<file path="config.mk">
export PLATFORM = sky130hd
export DESIGN_NAME = ackpoll_ctrl
export DESIGN_NICKNAME = d
export VERILOG_FILES = /design/src/rtl/ackpoll_pkg.sv /design/src/rtl/ackpoll_qtick.sv /design/src/rtl/ackpoll_timer.sv /design/src/rtl/ackpoll_ctrl.sv
export SDC_FILE = /design/constraint.sdc
export NUM_CORES = 1
export LEC_CHECK = 0
export ABC_CLOCK_PERIOD_IN_PS = 2300
export BUFFER_PORTS_ARGS = -buffer_cell sky130_fd_sc_hd__clkbuf_2
export CAP_MARGIN = 40
export CORE_UTILIZATION = 42
export CTS_BUF_LIST = sky130_fd_sc_hd__clkbuf_8
export DETAILED_ROUTE_END_ITERATION = 10
export HOLD_SLACK_MARGIN = 0.03
export SLEW_MARGIN = 10
export SYNTH_ARGS = -nofsm -noshare
export SYNTH_HDL_FRONTEND = slang
export SYNTH_HIERARCHICAL = 1
export SYNTH_SLANG_ARGS = --single-unit
</file>
<file path="constraint.sdc">
create_clock -name clk -period 2.3 [get_ports clk]
set_input_delay 0.575 -clock clk [delete_from_list [all_inputs] [get_ports clk]]
set_output_delay 0.575 -clock clk [all_outputs]
set_load 0.1 [all_outputs]
</file>
<file path="src/rtl/ackpoll_pkg.sv">
package ackpoll_pkg;

    typedef enum logic [2:0] {
        ST_IDLE,
        ST_START,
        ST_ADDR,
        ST_ACK,
        ST_STOP,
        ST_HOLD,
        ST_FAIL
    } poll_state_t;

    localparam int BYTE_BITS = 8;
    localparam int QUARTERS  = 4;

endpackage

</file>
<file path="src/rtl/ackpoll_qtick.sv">
module ackpoll_qtick #(
    parameter int QTR_CYCLES = 62
) (
    input  logic clk,
    input  logic rst_n,
    input  logic run_i,
    output logic tick_o
);
    localparam int CW = (QTR_CYCLES > 1) ? $clog2(QTR_CYCLES) : 1;
    localparam logic [CW-1:0] LAST = CW'(QTR_CYCLES - 1);

    logic [CW-1:0] cnt_q;

    always_ff @(posedge clk or negedge rst_n) begin
        if (!rst_n) begin
            cnt_q <= '0;
        end else if (!run_i || cnt_q == LAST) begin
            cnt_q <= '0;
        end else begin
            cnt_q <= cnt_q + 1'b1;
        end
    end

    assign tick_o = run_i && (cnt_q == LAST);

    AST_QTR_RANGE: assert property (@(posedge clk) disable iff (!rst_n)
        cnt_q <= LAST);

endmodule

</file>
<file path="src/rtl/ackpoll_timer.sv">
module ackpoll_timer #(
    parameter int LIMIT = 600000
) (
    input  logic clk,
    input  logic rst_n,
    input  logic clr_i,
    input  logic run_i,
    output logic expired_o
);
    localparam int TW = $clog2(LIMIT + 1);
    localparam logic [TW-1:0] LIM = TW'(LIMIT);

    logic [TW-1:0] cnt_q;

    always_ff @(posedge clk or negedge rst_n) begin
        if (!rst_n) begin
            cnt_q <= '0;
        end else if (clr_i) begin
            cnt_q <= '0;
        end else if (run_i && cnt_q < LIM) begin
            cnt_q <= cnt_q + 1'b1;
        end
    end

    assign expired_o = (cnt_q >= LIM);

    AST_EXPIRED_STICKY: assert property (@(posedge clk) disable iff (!rst_n)
        (expired_o && !clr_i) |=> expired_o);

endmodule

</file>
<file path="src/rtl/ackpoll_ctrl.sv">
module ackpoll_ctrl
    import ackpoll_pkg::*;
#(
    parameter int QTR_CYCLES     = 62,
    parameter int TIMEOUT_CYCLES = 600000
) (
    input  logic       clk,
    input  logic       rst_n,
    input  logic       start_i,
    input  logic [6:0] dev_addr_i,
    input  logic       rw_i,
    input  logic       sda_i,
    output logic       scl_o,
    output logic       sda_oe_o,
    output logic       ready_o,
    output logic       fail_o
);
    localparam int BW = $clog2(BYTE_BITS);
    localparam int QW = $clog2(QUARTERS);
    localparam logic [BW-1:0] LAST_BIT = BW'(BYTE_BITS - 1);
    localparam logic [QW-1:0] LAST_Q   = QW'(QUARTERS - 1);
    localparam logic [QW-1:0] SAMPLE_Q = QW'(2);

    poll_state_t          state_q, state_nxt;
    logic [QW-1:0]        q_q;
    logic [BW-1:0]        bit_q;
    logic [BYTE_BITS-1:0] byte_q;
    logic                 ack_low_q;
    logic                 tick, accept, polling, expired;

    assign accept  = start_i && (state_q == ST_IDLE || state_q == ST_HOLD ||
                                 state_q == ST_FAIL);
    assign polling = !(state_q == ST_IDLE || state_q == ST_HOLD ||
                       state_q == ST_FAIL);

    ackpoll_qtick #(.QTR_CYCLES(QTR_CYCLES)) u_qtick (
        .clk    (clk),
        .rst_n  (rst_n),
        .run_i  (polling),
        .tick_o (tick)
    );

    ackpoll_timer #(.LIMIT(TIMEOUT_CYCLES)) u_timer (
        .clk       (clk),
        .rst_n     (rst_n),
        .clr_i     (accept),
        .run_i     (polling),
        .expired_o (expired)
    );

    // Next state, taken at the end of the last quarter of a bit slot
    always_comb begin
        state_nxt = state_q;
        unique case (state_q)
            ST_START: state_nxt = ST_ADDR;
            ST_ADDR:  state_nxt = (bit_q == LAST_BIT) ? ST_ACK : ST_ADDR;
            ST_ACK:   state_nxt = ack_low_q ? ST_HOLD : ST_STOP;
            ST_STOP:  state_nxt = expired ? ST_FAIL : ST_START;
            ST_IDLE, ST_HOLD, ST_FAIL: state_nxt = state_q;
            default:  state_nxt = ST_IDLE;
        endcase
    end

    // State register
    always_ff @(posedge clk or negedge rst_n) begin
        if (!rst_n) begin
            state_q   <= ST_IDLE;
            q_q       <= '0;
            bit_q     <= '0;
            byte_q    <= '0;
            ack_low_q <= 1'b0;
        end else if (accept) begin
            state_q   <= ST_START;
            q_q       <= '0;
            bit_q     <= '0;
            byte_q    <= {dev_addr_i, rw_i};
            ack_low_q <= 1'b0;
        end else if (tick) begin
            q_q <= q_q + 1'b1;
            if (state_q == ST_ACK && q_q == SAMPLE_Q) begin
                ack_low_q <= !sda_i;
            end
            if (q_q == LAST_Q) begin
                state_q <= state_nxt;
                bit_q   <= (state_q == ST_ADDR) ? bit_q + 1'b1 : '0;
                if (state_q == ST_STOP) begin
                    ack_low_q <= 1'b0;
                end
            end
        end
    end

    // Outputs: quarter-level waveform per state
    always_comb begin
        scl_o    = 1'b1;
        sda_oe_o = 1'b0;
        ready_o  = 1'b0;
        fail_o   = 1'b0;
        unique case (state_q)
            ST_IDLE: begin
                scl_o    = 1'b1;
                sda_oe_o = 1'b0;
            end
            ST_START: begin
                scl_o    = (q_q == 2'd1) || (q_q == 2'd2);
                sda_oe_o = q_q[1];
            end
            ST_ADDR: begin
                scl_o    = (q_q == 2'd1) || (q_q == 2'd2);
                sda_oe_o = !byte_q[LAST_BIT - bit_q];
            end
            ST_ACK: begin
                scl_o    = (q_q == 2'd1) || (q_q == 2'd2);
                sda_oe_o = 1'b0;
            end
            ST_STOP: begin
                scl_o    = (q_q != 2'd0);
                sda_oe_o = !q_q[1];
            end
            ST_HOLD: begin
                scl_o    = 1'b0;
                sda_oe_o = 1'b0;
                ready_o  = 1'b1;
            end
            ST_FAIL: begin
                scl_o    = 1'b1;
                sda_oe_o = 1'b0;
                fail_o   = 1'b1;
            end
            default: begin
                scl_o    = 1'b1;
                sda_oe_o = 1'b0;
            end
        endcase
    end

    AST_IDLE_RELEASED: assert property (@(posedge clk) disable iff (!rst_n)
        (state_q == ST_IDLE) |-> (scl_o && !sda_oe_o));
    AST_SDA_STABLE_HIGH: assert property (@(posedge clk) disable iff (!rst_n)
        (scl_o && $past(scl_o) && state_q == ST_ADDR && $past(state_q == ST_ADDR))
        |-> $stable(sda_oe_o));
    AST_ACK_RELEASED: assert property (@(posedge clk) disable iff (!rst_n)
        (state_q == ST_ACK) |-> !sda_oe_o);
    AST_HOLD_SCL_LOW: assert property (@(posedge clk) disable iff (!rst_n)
        ready_o |-> (!scl_o && !sda_oe_o));
    AST_READY_FROM_ACK: assert property (@(posedge clk) disable iff (!rst_n)
        $rose(ready_o) |-> $past(state_q == ST_ACK && ack_low_q));
    AST_FAIL_AFTER_TIMEOUT: assert property (@(posedge clk) disable iff (!rst_n)
        $rose(fail_o) |-> $past(expired && state_q == ST_STOP));
    AST_NO_OVERLAP: assert property (@(posedge clk) disable iff (!rst_n)
        !(ready_o && fail_o));

endmodule

</file>
==> impl.org <==
** Logic synthesis
- Top FF cell, synth :: sky130_fd_sc_hd__dfrtp_1
- Summing every instance area after synthesis gives 2490 sq um.
- Part of the Yosys area used for sequential elements :: 43.22%
- Number of synthesized flops with an enable pin :: 0
- Synthesis handed over a netlist of 252 instances.
- Synth Area per Inst :: 9.881 sq um
- Number of distinct library cell variants in the gate-level netlist after synthesis :: 48
- During synthesis, Yosys emitted a total of 6 warnings.
- Largest cells by area after synthesis :: sky130_fd_sc_hd__dfrtp_1 (43%), sky130_fd_sc_hd__xnor2_1 (4.6%), sky130_fd_sc_hd__ha_1 (4.5%), sky130_fd_sc_hd__nor2_1 (4.4%), sky130_fd_sc_hd__mux2_2 (3.6%)
- In this run, synthesis produced a sequential element count of 43.
- Of all cell types, the one taking the most synthesized area is sky130_fd_sc_hd__dfrtp_1.
- Async set or reset register ratio after synthesis :: 100.0%
- Post-synthesis net count :: 273
- In this run the biggest area consumer among cell types represents 43.22% of the synthesized area.

** Routing
- After detailed routing, the met2 layer carries 2187 um of wire.
- Number of DRC violations after detailed-routing iteration 0 :: 111
- For this run, design rule violations remaining after detail routing come to 0.
- Via density per instance :: 5.330
- Vias :: 1,892
- In this run the remaining antenna-violating nets after routing total 0.
- The first detailed-routing pass took 4 iterations.
- For this block, wires on met1 add up to 2433 um.
- Dividing the detail-routed wire length by the instance count gives 13.41 um.
- Detailed routing placed a total of 101 um of wire on met3.
- The highest layer touched by signal routing is met4.
- Detailed-route wire length :: 4759 um

** Final layout
- The repair_antennas step left the layout with diodes totalling 0.
- Most frequent cells in the layout :: sky130_fd_sc_hd__dfrtp_1 (42), sky130_fd_sc_hd__nor2_1 (29), sky130_fd_sc_hd__buf_4 (17), sky130_fd_sc_hd__nand2_1 (16), sky130_fd_sc_hd__inv_1 (14)
- From synthesis to final layout, the design area changed by 17.24%.
- Leading cell type in the layout, fill and taps excluded :: sky130_fd_sc_hd__dfrtp_1
- In the final layout, flip-flops and latches occupy 1077 sq um.
- Summing all multi-input logic gate instances after layout gives 1336 sq um.
- Layout cell share with drive strength beyond 1 :: 22.26%
- The filler cells instantiated in the layout total 534.
- In the final design database the tool counted 303 nets.

** Timing
- Setup repair after global routing could not meet its margin everywhere.
- The final max-slew violation count is 0.
- The clock period could shrink to 2.292 ns.
- Adding up every negative setup slack in the final design gives 0 ns.
- Layout Skew :: 0.007040 ns
- The worst pin sits at a relative slew slack of 55.78%.
- Based on the critical path, the design can be clocked at up to 436.3 MHz.
- For the pin with the worst max-slew slack, the measured transition is 0.6564 ns.
- Across all setup checks in the final design, the least slack found is 0.007908 ns.
- The number of failing hold endpoints at the final stage came to 0.
- Setup violations remaining at the end of the flow were counted as 0.
- Fin Hold WS :: 0.3427 ns
- Final Cycle Share :: 99.66%

** Clock network
- Clock latency on the worst-skew pair, taken at its later pin, is 0.29 ns.
- CTS tree :: yes
- The longest clock path from root to sink contains 2 buffers.
- The tree is rooted in a sky130_fd_sc_hd__clkbuf_8.
- Number of buffers added by the clock tree synthesis step :: 5
- Number of H-tree levels :: 2
- Counting every sink on the clock net gives 43.
- After clock tree synthesis, the flow added hold-fix buffers numbering 0.
- Clock-pin slew was measured on the worst setup and hold paths at 0.09 ns.

** Die
- In this run the core area contains 27 standard-cell rows.
- The floorplan step defined a die boundary enclosing 6240 sq um.
- The die is 79.00 um tall.
- I/O pin count :: 16
- Measured along the x axis, the die boundary spans 79.00 um.
- Initial cell density of the core :: 44.40%
- Core Box Area :: 5608 sq um

** Power and ir drop
- Dividing total power by cell area gives a power density of 471.7 nW/um^2.
- Total power for the finished layout comes to 1377 uW.
- In this run the static leakage power is 0.001327 uW.
- IR analysis of the VDD net gives a maximum drop of 0.0003504 V.

** Global route
- Via count of the first global-routing pass :: 1,826
- For this run, the total global-route usage over all layers was measured as 17.17%.
- Maximum number of pins on one net before global-route repair :: 44
- The number of antenna violations at the first check in global routing is 0.
- Summed over all layers, the global routing overflow is 0.
- The first global-routing pass estimated 8445 um of wire.

** Critical path
- Largest fanout on the critical path :: 5
- The worst register-to-register path has a depth of 5.
- Traced cell by cell, the critical path runs through mux2i_1, mux4_2, nand2_2, o21ai_4, buf_12.
- The worst setup path is launched from a register.
- For the worst setup path, the data required time is 1.73 ns.
- For the worst setup path, the data arrival time is 1.72 ns.
- Worst stage delay on the critical path :: 0.49 ns
- By startpoint and endpoint, the worst setup path is classified as reg2out.
- Sort of element at the end of the critical path :: output port
- Standard cell with the maximum stage delay on the critical path :: sky130_fd_sc_hd__mux4_2

** Placement
- Detailed placer's ending HPWL :: 3448 um
- Pre-CTS worst setup slack :: 0.1547 ns
- Input and output buffers added on the ports amount to 15.
- Final weighted congestion in routability-driven placement :: 0.8353

** Worst hold path
- Hold crit path type :: in2async

** Status
- The flow ran to the end, and the final reports show no timing, DRC or antenna violations.

** Job
- Max-cap violations in this run came to 0.
-- cells in the mapped netlist (2+ instances only) --
library cell                count
sky130_fd_sc_hd__a2111oi_0      3
sky130_fd_sc_hd__a211oi_1       2
sky130_fd_sc_hd__a21oi_1       11
sky130_fd_sc_hd__a21oi_2        3
sky130_fd_sc_hd__a31o_2         2
sky130_fd_sc_hd__and2_1         4
sky130_fd_sc_hd__and3_1         3
sky130_fd_sc_hd__and4_1         2
sky130_fd_sc_hd__buf_6          2
sky130_fd_sc_hd__clkbuf_1       5
sky130_fd_sc_hd__dfrtp_1       43
sky130_fd_sc_hd__ha_1           9
sky130_fd_sc_hd__inv_1         14
sky130_fd_sc_hd__mux2_1         5
sky130_fd_sc_hd__mux2_2         8
sky130_fd_sc_hd__mux2i_1        8
sky130_fd_sc_hd__nand2_1       17
sky130_fd_sc_hd__nand2b_1       3
sky130_fd_sc_hd__nand3_1       10
sky130_fd_sc_hd__nand3b_1       2
sky130_fd_sc_hd__nand4_1        4
sky130_fd_sc_hd__nand4_2        2
sky130_fd_sc_hd__nor2_1        29
sky130_fd_sc_hd__nor2b_1        6
sky130_fd_sc_hd__nor4_1         6
sky130_fd_sc_hd__o21ai_0        9
sky130_fd_sc_hd__o31a_1         2
sky130_fd_sc_hd__o31ai_1        3
sky130_fd_sc_hd__or3_1          2
sky130_fd_sc_hd__or4_1          2
sky130_fd_sc_hd__xnor2_1       13
sky130_fd_sc_hd__xor2_1         2
-- metrics by stage --
| stage | instances | cell area, sq um | util [%] |
|---|---|---|---|
| after floorplan | 252 | 2506 | - |
| after global placement | 346 | 2786 | 49.69 |
| after detailed placement | 346 | 2786 | 49.69 |
| after CTS | 355 | 2913 | 51.94 |
| after global routing | 355 | 2919 | 52.05 |
| final | 355 | 2919 | 52.05 |
-- worst max-delay path, delay by kind of cell, from the launching register on --
kind / cells / cell delay, ns
compound gates: 1 / 0.06
buf+inv: 1 / 0.17
flops: 1 / 0.47
mux: 2 / 0.63
simple gates: 1 / 0.10
-- where the power goes --
part	switching, uW	total, uW	internal [uW]
clock network	267	594	327
registers	0	755	755
logic	19.1	27.8	8.69
total	286	1380	1090
-- cell type report --
class | instances | area share (%)
clock buffers | 5 | 2.357
clock inverters | 3 | 1.586
inverters | 14 | 1.800
multi-input cells | 186 | 45.78
flip-flops and latches | 43 | 36.91
well taps | 72 | 3.086
repair buffers | 32 | 8.487
-- flip-flops by register name, indices dropped and copies added, names as in the netlist --
name	count
ack_low_q	1
byte_q	8
bit_q	3
u_qtick/cnt_q	6
state_q	3
u_timer/cnt_q	20
q_q	2
-- metal layers --
metal	up-vias	track usage (%)
met3	2	3.448
li1	960	-
met4	0	5.455
met5	-	0
met2	21	26.47
met1	909	24.14
-- cell families after synthesis --
family | after synthesis | share of synthesized area (%)
buf+inv | 23 | 4.120
simple gates | 97 | 21.26
compound gates | 43 | 11.61
mux | 22 | 10.00
flops | 43 | 43.22
xor+xnor | 15 | 5.277
fa+ha+maj | 9 | 4.523
-- worst paths after layout --
kind | startpoint | endpoint | slack (ns)
max in group asynchronous | rst_n | bit_q[1] | 1.56
min reg2reg | byte_q[5] | byte_q[5] | 0.50
max reg2reg | u_timer/cnt_q[15] | u_timer/cnt_q[4] | 0.13
max | bit_q[1] | sda_oe_o | 0.008
min | rst_n | byte_q[1] | 0.34
min in group clk | dev_addr_i[6] | byte_q[7] | 0.50
-- timing repair --
action | 4_1_cts | 5_1_grt
setup buffers | 1 | 0
resized for setup | 2 | 1
setup endpoints to repair | 1 | 2
pin swaps | 1 | 0
(Power assumes the default switching activity.)
